<file path="config.mk">
export PLATFORM = sky130hd
export DESIGN_NAME = legacy_mem_decoder
export DESIGN_NICKNAME = d
export VERILOG_FILES = /design/src/rtl/lmd_pkg.sv /design/src/rtl/lmd_regs.sv /design/src/rtl/lmd_seg_decode.sv /design/src/rtl/lmd_smram_decode.sv /design/src/rtl/legacy_mem_decoder.sv
export SDC_FILE = /design/constraint.sdc
export NUM_CORES = 1
export LEC_CHECK = 0
export ABC_AREA = 1
export BUFFER_PORTS_ARGS = -buffer_cell sky130_fd_sc_hd__buf_4
export CORE_UTILIZATION = 55
export CTS_BUF_LIST = sky130_fd_sc_hd__clkbuf_4
export CTS_CLUSTER_SIZE = 16
export DETAILED_ROUTE_END_ITERATION = 16
export PLACE_DENSITY = 0.95
export SLEW_MARGIN = 0
export SYNTH_ARGS = -nofsm -noshare
export SYNTH_HDL_FRONTEND = slang
export SYNTH_SLANG_ARGS = --single-unit
</file>
<file path="constraint.sdc">
create_clock -name clk_i -period 3.7 [get_ports clk_i]
set_clock_uncertainty 0.2 [all_clocks]
set_input_delay 0.185 -clock clk_i [delete_from_list [all_inputs] [get_ports clk_i]]
set_output_delay 0.185 -clock clk_i [all_outputs]
set_load 0.02 [all_outputs]
</file>
<file path="src/rtl/lmd_pkg.sv">
package lmd_pkg;

  typedef enum logic [1:0] {
    ATTR_PCI_A = 2'd0,
    ATTR_RO    = 2'd1,
    ATTR_PCI_B = 2'd2,
    ATTR_RW    = 2'd3
  } attr_e;

  typedef struct packed {
    logic dram;
    logic pci;
    logic wblk;
  } route_t;

  function automatic route_t attr_route(input logic [1:0] attr, input logic is_wr);
    route_t r;
    r = '0;
    unique case (attr_e'(attr))
      ATTR_RW: r.dram = 1'b1;
      ATTR_RO: begin
        r.dram = 1'b1;
        r.wblk = is_wr;
      end
      default: r.pci = 1'b1;
    endcase
    return r;
  endfunction

endpackage

</file>
<file path="src/rtl/lmd_regs.sv">
module lmd_regs #(
  parameter logic [7:0] ATTR_BASE  = 8'h59,
  parameter int         ATTR_BYTES = 7,
  parameter logic [7:0] SMC_OFF    = 8'h72,
  parameter logic [7:0] SMC_RST    = 8'h02
) (
  input  logic                       clk_i,
  input  logic                       rst_ni,
  input  logic                       cfg_we_i,
  input  logic [7:0]                 cfg_addr_i,
  input  logic [7:0]                 cfg_wdata_i,
  output logic [ATTR_BYTES-1:0][7:0] attr_o,
  output logic [7:0]                 smc_o
);

  localparam logic [7:0] ATTR_END = 8'(ATTR_BASE + 8'(ATTR_BYTES));

  logic [7:0] attr_q [ATTR_BYTES];
  logic [7:0] smc_q;

  for (genvar b = 0; b < ATTR_BYTES; b++) begin : g_attr
    localparam logic [7:0] OFF = 8'(ATTR_BASE + 8'(b));
    always_ff @(posedge clk_i or negedge rst_ni) begin
      if (!rst_ni)                              attr_q[b] <= 8'h00;
      else if (cfg_we_i && cfg_addr_i == OFF)   attr_q[b] <= cfg_wdata_i;
    end
    assign attr_o[b] = attr_q[b];
  end

  always_ff @(posedge clk_i or negedge rst_ni) begin
    if (!rst_ni)                                smc_q <= SMC_RST;
    else if (cfg_we_i && cfg_addr_i == SMC_OFF) smc_q <= cfg_wdata_i;
  end
  assign smc_o = smc_q;

  logic unmapped_wr;
  assign unmapped_wr = cfg_we_i && cfg_addr_i != SMC_OFF &&
                       !(cfg_addr_i >= ATTR_BASE && cfg_addr_i < ATTR_END);

  // control byte loads the written value
  a_r7_smc_load: assert property (@(posedge clk_i) disable iff (!rst_ni)
    (cfg_we_i && cfg_addr_i == SMC_OFF) |=> smc_o == $past(cfg_wdata_i));

  // stray offsets leave all state alone
  a_r9_stray_write: assert property (@(posedge clk_i) disable iff (!rst_ni)
    unmapped_wr |=> ($stable(attr_o) && $stable(smc_o)));

endmodule

</file>
<file path="src/rtl/lmd_seg_decode.sv">
module lmd_seg_decode #(
  parameter int          ADDR_W     = 20,
  parameter int          ATTR_BYTES = 7,
  parameter int          SEG_COUNT  = 12,
  parameter int          SEG_BITS   = 14,
  parameter logic [19:0] SEG_BASE   = 20'hC0000,
  parameter int          BIOS_BITS  = 16,
  parameter logic [19:0] BIOS_BASE  = 20'hF0000
) (
  input  logic [ATTR_BYTES-1:0][7:0] attr_i,
  input  logic [ADDR_W-1:0]          addr_i,
  output logic                       hit_o,
  output logic [1:0]                 attr_o
);

  localparam int SEG_TAG_W  = ADDR_W - SEG_BITS;
  localparam int BIOS_TAG_W = ADDR_W - BIOS_BITS;
  localparam logic [SEG_TAG_W-1:0]  SEG_TAG0 = SEG_TAG_W'(SEG_BASE >> SEG_BITS);
  localparam logic [BIOS_TAG_W-1:0] BIOS_TAG = BIOS_TAG_W'(BIOS_BASE >> BIOS_BITS);

  logic [SEG_COUNT-1:0] seg_hit;
  logic [1:0]           seg_attr [SEG_COUNT];
  logic                 bios_hit;

  // byte 0 serves BIOS; segments share bytes 1.., low nibble even, high odd
  for (genvar i = 0; i < SEG_COUNT; i++) begin : g_seg
    localparam int BYTE = 1 + i / 2;
    localparam int SH   = (i % 2) * 4;
    assign seg_hit[i]  = addr_i[ADDR_W-1:SEG_BITS] == SEG_TAG_W'(SEG_TAG0 + SEG_TAG_W'(i));
    assign seg_attr[i] = attr_i[BYTE][SH +: 2];
  end

  assign bios_hit = addr_i[ADDR_W-1:BIOS_BITS] == BIOS_TAG;

  always_comb begin
    hit_o  = bios_hit;
    attr_o = bios_hit ? attr_i[0][5:4] : 2'd0;
    for (int i = 0; i < SEG_COUNT; i++) begin
      if (seg_hit[i]) begin
        hit_o  = 1'b1;
        attr_o = seg_attr[i];
      end
    end
  end

endmodule

</file>
<file path="src/rtl/lmd_smram_decode.sv">
module lmd_smram_decode #(
  parameter int          ADDR_W    = 20,
  parameter int          WIN_BITS  = 17,
  parameter logic [19:0] WIN_BASE  = 20'hA0000,
  parameter int          EN_BIT    = 3,
  parameter int          FORCE_BIT = 6
) (
  input  logic [ADDR_W-1:0] addr_i,
  input  logic [7:0]        smc_i,
  input  logic              smm_i,
  output logic              hit_o,
  output logic              open_o
);

  localparam int TAG_W = ADDR_W - WIN_BITS;
  localparam logic [TAG_W-1:0] WIN_TAG = TAG_W'(WIN_BASE >> WIN_BITS);

  assign hit_o  = addr_i[ADDR_W-1:WIN_BITS] == WIN_TAG;
  assign open_o = (smm_i && smc_i[EN_BIT]) || smc_i[FORCE_BIT];

endmodule

</file>
<file path="src/rtl/legacy_mem_decoder.sv">
module legacy_mem_decoder
  import lmd_pkg::*;
#(
  parameter int RAM_MB = 128
) (
  input  logic        clk_i,
  input  logic        rst_ni,
  input  logic        cfg_we_i,
  input  logic [7:0]  cfg_addr_i,
  input  logic [7:0]  cfg_wdata_i,
  input  logic        smm_i,
  input  logic [19:0] acc_addr_i,
  input  logic        acc_write_i,
  output logic        dram_sel_o,
  output logic        pci_fwd_o,
  output logic        wr_blocked_o,
  output logic [7:0]  mem_units_o
);

  localparam int ADDR_W     = 20;
  localparam int ATTR_BYTES = 7;
  localparam int UNITS      = RAM_MB / 8;
  localparam logic [7:0] UNITS_SAT = (UNITS > 255) ? 8'd255 : 8'(UNITS);

  logic [ATTR_BYTES-1:0][7:0] attr;
  logic [7:0]                 smc;
  logic                       seg_hit, win_hit, win_open;
  logic [1:0]                 seg_attr;
  route_t                     rt;

  lmd_regs #(
    .ATTR_BASE (8'h59),
    .ATTR_BYTES(ATTR_BYTES),
    .SMC_OFF   (8'h72),
    .SMC_RST   (8'h02)
  ) u_regs (
    .clk_i      (clk_i),
    .rst_ni     (rst_ni),
    .cfg_we_i   (cfg_we_i),
    .cfg_addr_i (cfg_addr_i),
    .cfg_wdata_i(cfg_wdata_i),
    .attr_o     (attr),
    .smc_o      (smc)
  );

  lmd_seg_decode #(
    .ADDR_W    (ADDR_W),
    .ATTR_BYTES(ATTR_BYTES)
  ) u_seg (
    .attr_i(attr),
    .addr_i(acc_addr_i),
    .hit_o (seg_hit),
    .attr_o(seg_attr)
  );

  lmd_smram_decode #(
    .ADDR_W(ADDR_W)
  ) u_win (
    .addr_i(acc_addr_i),
    .smc_i (smc),
    .smm_i (smm_i),
    .hit_o (win_hit),
    .open_o(win_open)
  );

  always_comb begin
    rt = '0;
    if (seg_hit) begin
      rt = attr_route(seg_attr, acc_write_i);
    end else if (win_hit) begin
      rt.dram = win_open;
      rt.pci  = !win_open;
    end
  end

  assign dram_sel_o   = rt.dram;
  assign pci_fwd_o    = rt.pci;
  assign wr_blocked_o = rt.wblk;
  assign mem_units_o  = UNITS_SAT;

  a_r11_exclusive: assert property (@(posedge clk_i) disable iff (!rst_ni)
    !(dram_sel_o && pci_fwd_o));

  a_r11_block_on_dram_wr: assert property (@(posedge clk_i) disable iff (!rst_ni)
    wr_blocked_o |-> (dram_sel_o && acc_write_i));

  a_r8_low_quiet: assert property (@(posedge clk_i) disable iff (!rst_ni)
    (acc_addr_i < 20'hA0000) |-> !(dram_sel_o || pci_fwd_o || wr_blocked_o));

  a_r7_window_no_block: assert property (@(posedge clk_i) disable iff (!rst_ni)
    (acc_addr_i[19:17] == 3'b101) |-> (!wr_blocked_o && (dram_sel_o != pci_fwd_o)));

endmodule

</file>
# After elaboration in Yosys (flattened, before gate mapping)
# Index checks and enable logic that the tools add are counted.
# word_totals
regBits	49
latchBits	0
ramBits	0
rom_bits	0
in_bits	41
out_inout_bits	11
wordCells	75
mem_count	0
# op_classes
addsub	0
multipliers	0
n_div	0
magnitude_cmp	0
eq_ne	24
shift	0
mux	31
bitwise	0
n_reduce_logical	12
# ops
cell	count
$eq A6 B6 Y1 const B	12
$eq A8 B7 Y1 const B	8
$mux W2	15
$mux W1	16
$logic_and A1 B1 Y1	9
$eq A4 B4 Y1 const B	1
$eq A3 B3 Y1 const B	1
$eq A2 B1 Y1 const B	1
$eq A2 B2 Y1 const B	1
$reduce_or A2 Y1	1
$logic_not A1 Y1	1
$logic_or A1 B1 Y1	1

# Depth between registers and ports, before layout
# logic_depth
word_depth	18
mapped_depth	15
mapped_depth_nobuf	15

# Hierarchy
# A second synthesis with hierarchy kept.
# hier_totals
cells_unflattened	416
hier_area_um2	3279.4
# by_module_without_submodules
module	n_inst	cells_each	area_per_inst_um2	seq_area_each_um2
lmd_regs	1	305	2746.4	1602.8
lmd_seg_decode	1	85	399.1	0.0
legacy_mem_decoder	1	21	112.6	0.0
lmd_smram_decode	1	5	21.3	0.0

# Worst setup path after synthesis
# OpenSTA, ideal clock, no wires.
# synth_path
path_kind	input -> output
startpoint	input port acc_addr_i[18]
endpoint	output port wr_blocked_o
arrival_time_ns	1.320
required_time_ns	3.315
setup_slack_ns	1.995
path_stages	14
path_cell_list	nand2_2 -> nor2_1 -> nand3_1 -> nand2_1 -> inv_1 -> nand2_1 -> nand2_1 -> nand2_1 -> nand2_1 -> nand3_1 -> nand2_1 -> nand2_2 -> nand3_1 -> nor2_1
# synth_between
elab_chain_cells	17
word_cells_on_any_way	41
# synth_rtl
element	line_no	rtl
start, declared	legacy_mem_decoder.sv:12	input logic [19:0] acc_addr_i,
$eq A4 B4 Y1	lmd_seg_decode.sv:33	assign bios_hit = addr_i[ADDR_W-1:BIOS_BITS] == BIOS_TAG;
$mux W2	lmd_seg_decode.sv:37	attr_o = bios_hit ? attr_i[0][5:4] : 2'd0;
$mux W2 (12 in a row)	lmd_seg_decode.sv:39	if (seg_hit[i]) begin
$eq A2 B1 Y1	lmd_pkg.sv:19	unique case (attr_e'(attr))
$mux W1	lmd_pkg.sv:19	
$mux W1 (*)	legacy_mem_decoder.sv:68	if (seg_hit) begin
end, declared	legacy_mem_decoder.sv:16	output logic wr_blocked_o,
# Every way passes the cells marked *; elsewhere a longest branch is shown, timed or not.

# Worst setup path in the final report
# layout_path
startpoint	register u_regs.attr_q (netlist bit u_regs.attr_o[5])
endpoint	output port wr_blocked_o
# layout_between
elab_chain_cells	16
# layout_rtl
element	line_no	rtl
start, declared	lmd_regs.sv:18	logic [7:0] attr_q [ATTR_BYTES];
start signal, assigned by index	lmd_regs.sv:25	else if (cfg_we_i && cfg_addr_i == OFF) attr_q[b] <= cfg_wdata_i;
$mux W2	lmd_seg_decode.sv:37	
$mux W2 (12 in a row)	lmd_seg_decode.sv:39	
$eq A2 B1 Y1	lmd_pkg.sv:19	
$mux W1	lmd_pkg.sv:19	
$mux W1	legacy_mem_decoder.sv:68	
# Every way passes these cells.

==> out/qor.yml <==
dieArea_mm2: 0.00313
holdCritPathClass: "input pin to register"
grt_first_pass_wirelength_um: 5980
cts.sinks: 28
final-hold-violation-count: 0
synthToLayoutAreaGrowth_pct: 16.0
cp_max_fo: 2
p_per_area_mw_per_mm2: 294
finish.net_count: 290
grt_pass1_vias: 1354
clk_latency_ns: 0.32
drc: 0
critical_path.startpoint_type: "register"
die_w_um: 56.0
criticalPathCategory: "register to output port"
status: "finished clean"
worstPathArrival_ns: 1.69
syn_area_mm2: 0.00160
finalCritPeriodShare: 0.560
internal_power_mw: 0.395
syn_area_per_cell_um2: 7.41
clk_path_buf_depth: 2
dpl_cell_area_mm2: 0.00181
layout-drive-gt1-share: 0.166
max_cap_viol_count: 0
core_mm2: 0.00276
p_switching_mw: 0.151
grt_usage: 0.245
yosysUniqueCellTypes: 26
wirelength_um: 3450
cp-end-kind: "output port"
synth_seq_area_share: 0.438
pin_count: 52
rows: 19
cts-hold-fix-buffers: 3
firstDrtPassIters: 5
setup-violations-final: 0
max-slew-margin-rel: 0.669
setup_tns_ns: 0
first_iter_violations: 65
ant_nets: 0
cellLeakagePower_nw: 0.957
post-dp-hpwl_um: 2610
seqPwrFrac: 0.602
swShare: 0.277
synth-seq-cells: 28
pwr-share-clk: 0.232
p_comb_frac: 0.165
fmax_ghz: 0.482
cts_root_buf: "clkbuf_4"
gp_congestion: 0.895
report.final.slew_viol_count: 0
path_clk_slew_ns: 0.15
grt_max_degree: 29
synth_warnings: 0
cts_buffers: 3
antennaDiodeCount: 0
overflow: 0
start_util: 0.581
io_buffers: 27
vias: 1459
cts_setup_buffers: 0
ir_drop_uv: 225
fillers: 242
cts_resized: 0
via_per_inst: 5.25
wl_per_cell_um: 12.4
antenna_found_initial: 0
syn_inst: 216
rsz0062_at_grt: "no"
fin_crit_ns: 2.07
stdcell_area_mm2: 0.00186
worst_slew_pin_slew_ns: 0.493
cts_tree: "yes"
die_h_um: 56.0
htree_num_levels: 1
cp_data_required_time_ns: 3.31
==> layer usage <==
metal | track usage | vias to the layer above | wire, µm
met5 | 0 | - | 0
met4 | 0.0906 | 0 | 59
met3 | 0.0465 | 7 | 155
met2 | 0.376 | 40 | 1610
met1 | 0.347 | 667 | 1620
li1 | - | 745 | -
==> power groups by stage <==
stage	clock network [mW]	logic, mW	registers [mW]
floorplan	0	0.0526	0.332
global placement	0	0.0852	0.334
detailed placement	0	0.0880	0.335
CTS	0.126	0.0908	0.329
global route	0.135	0.102	0.330
finish	0.127	0.0904	0.329
==> stage by stage <==
stage / util / std cells / total power [mW] / worst slack, ns / hold slack, ns
finish: 0.674 / 278 / 0.546 / 1.63 / 0.00115
global placement: 0.655 / 272 / 0.419 / 1.74 / -0.0854
global route: 0.674 / 278 / 0.568 / 1.44 / 0.0228
detailed placement: 0.655 / 272 / 0.423 / 1.71 / -0.0800
CTS: 0.674 / 278 / 0.546 / 1.62 / 0.00881
floorplan: - / 222 / 0.384 / 2.00 / -0.311
==> final cells by class <==
class | instances | area, µm² | area share
Clock buffer | 3 | 22.5 | 0.0121
Inverter | 24 | 90.1 | 0.0485
Multi-Input combinational cell | 162 | 773 | 0.416
Sequential cell | 28 | 701 | 0.377
Tap cell | 31 | 38.8 | 0.0209
Timing Repair Buffer | 30 | 233 | 0.125
==> flip-flops by register name, indices dropped and copies added (netlist names) <==
register,count
u_regs.smc_o,2
u_regs.attr_o,26
==> cell usage after synthesis <==
cell     count  share of area
dfrtp_1     28           0.44
nor2_4       1         0.0070
a21oi_1      3         0.0094
nand2_1     60           0.14
nand3_2      1         0.0063
and3b_1      1         0.0055
or2_2        1         0.0039
or2_0        2         0.0078
o21ai_1      1         0.0031
a31oi_1      4          0.016
a21oi_2      1         0.0055
nor2_1      19          0.045
nor3_1       5          0.016
nand3_1     15          0.047
nand4_1      1         0.0039
nor3b_1      2         0.0094
and3_1       2         0.0078
or2_1        1         0.0039
nor2_2       2         0.0078
nand2_2      2         0.0078
nor4_4       1          0.013
mux2_2       2          0.014
o21ai_0     27          0.084
conb_1       2         0.0047
buf_4        8          0.038
inv_1       24          0.056
==> cells in the final DEF (no fill, tap or decap) <==
cell / synthesis / routed
clkbuf_4: 0 / 3
a21oi_1: 3 / 3
nand2_1: 60 / 60
a31oi_1: 4 / 4
nor2_4: 1 / 1
o21ai_1: 1 / 1
nand2_2: 2 / 2
nand3_1: 15 / 15
and3b_1: 1 / 1
or2_2: 1 / 1
inv_1: 24 / 24
dfrtp_1: 28 / 28
or2_0: 2 / 2
dlygate4sd3_1: 0 / 3
nor2_1: 19 / 19
conb_1: 2 / 8
and3_1: 2 / 2
or2_1: 1 / 1
nor3b_1: 2 / 2
buf_4: 8 / 27
mux2_2: 2 / 2
nand3_2: 1 / 1
a21oi_2: 1 / 1
nor4_4: 1 / 1
nor3_1: 5 / 5
nor2_2: 2 / 2
nand4_1: 1 / 1
o21ai_0: 27 / 27
==> cells by family (layout without fill, tap and decap cells) <==
group | after synthesis | after routing | share of synthesized area
mux | 2 | 2 | 0.0141
flops | 28 | 28 | 0.437
buf+inv | 32 | 57 | 0.0938
compound gates | 36 | 36 | 0.118
simple gates | 116 | 116 | 0.332
other cells | 2 | 8 | 0.00469
==> worst max-delay path, cell delays in order, from the launching register on <==
cell and delay [ns]:
dfrtp_1 0.37, nor3b_1 0.18, nor2_1 0.07, nand2_1 0.06
nand2_1 0.05, nand2_1 0.07, nand2_1 0.05, nand3_1 0.06
nand2_1 0.05, a21oi_1 0.17, nor2_1 0.07, buf_4 0.15
==> worst paths after layout <==
check,cells after the start,end,slack [ns],start
max,11,wr_blocked_o,1.63,u_regs.attr_o[5]$_DFFE_PN0P_
max reg2reg,1,u_regs.smc_o[3]$_DFFE_PN0P_,2.75,u_regs.smc_o[3]$_DFFE_PN0P_
min,3,u_regs.attr_o[49]$_DFFE_PN0P_,0.001,cfg_wdata_i[1]
min reg2reg,2,u_regs.attr_o[4]$_DFFE_PN0P_,0.30,u_regs.attr_o[4]$_DFFE_PN0P_
min in group asynchronous,2,u_regs.attr_o[4]$_DFFE_PN0P_,0.08,rst_ni
max in group asynchronous,2,u_regs.attr_o[45]$_DFFE_PN0P_,2.96,rst_ni
Power figures use the tool's default switching activity.
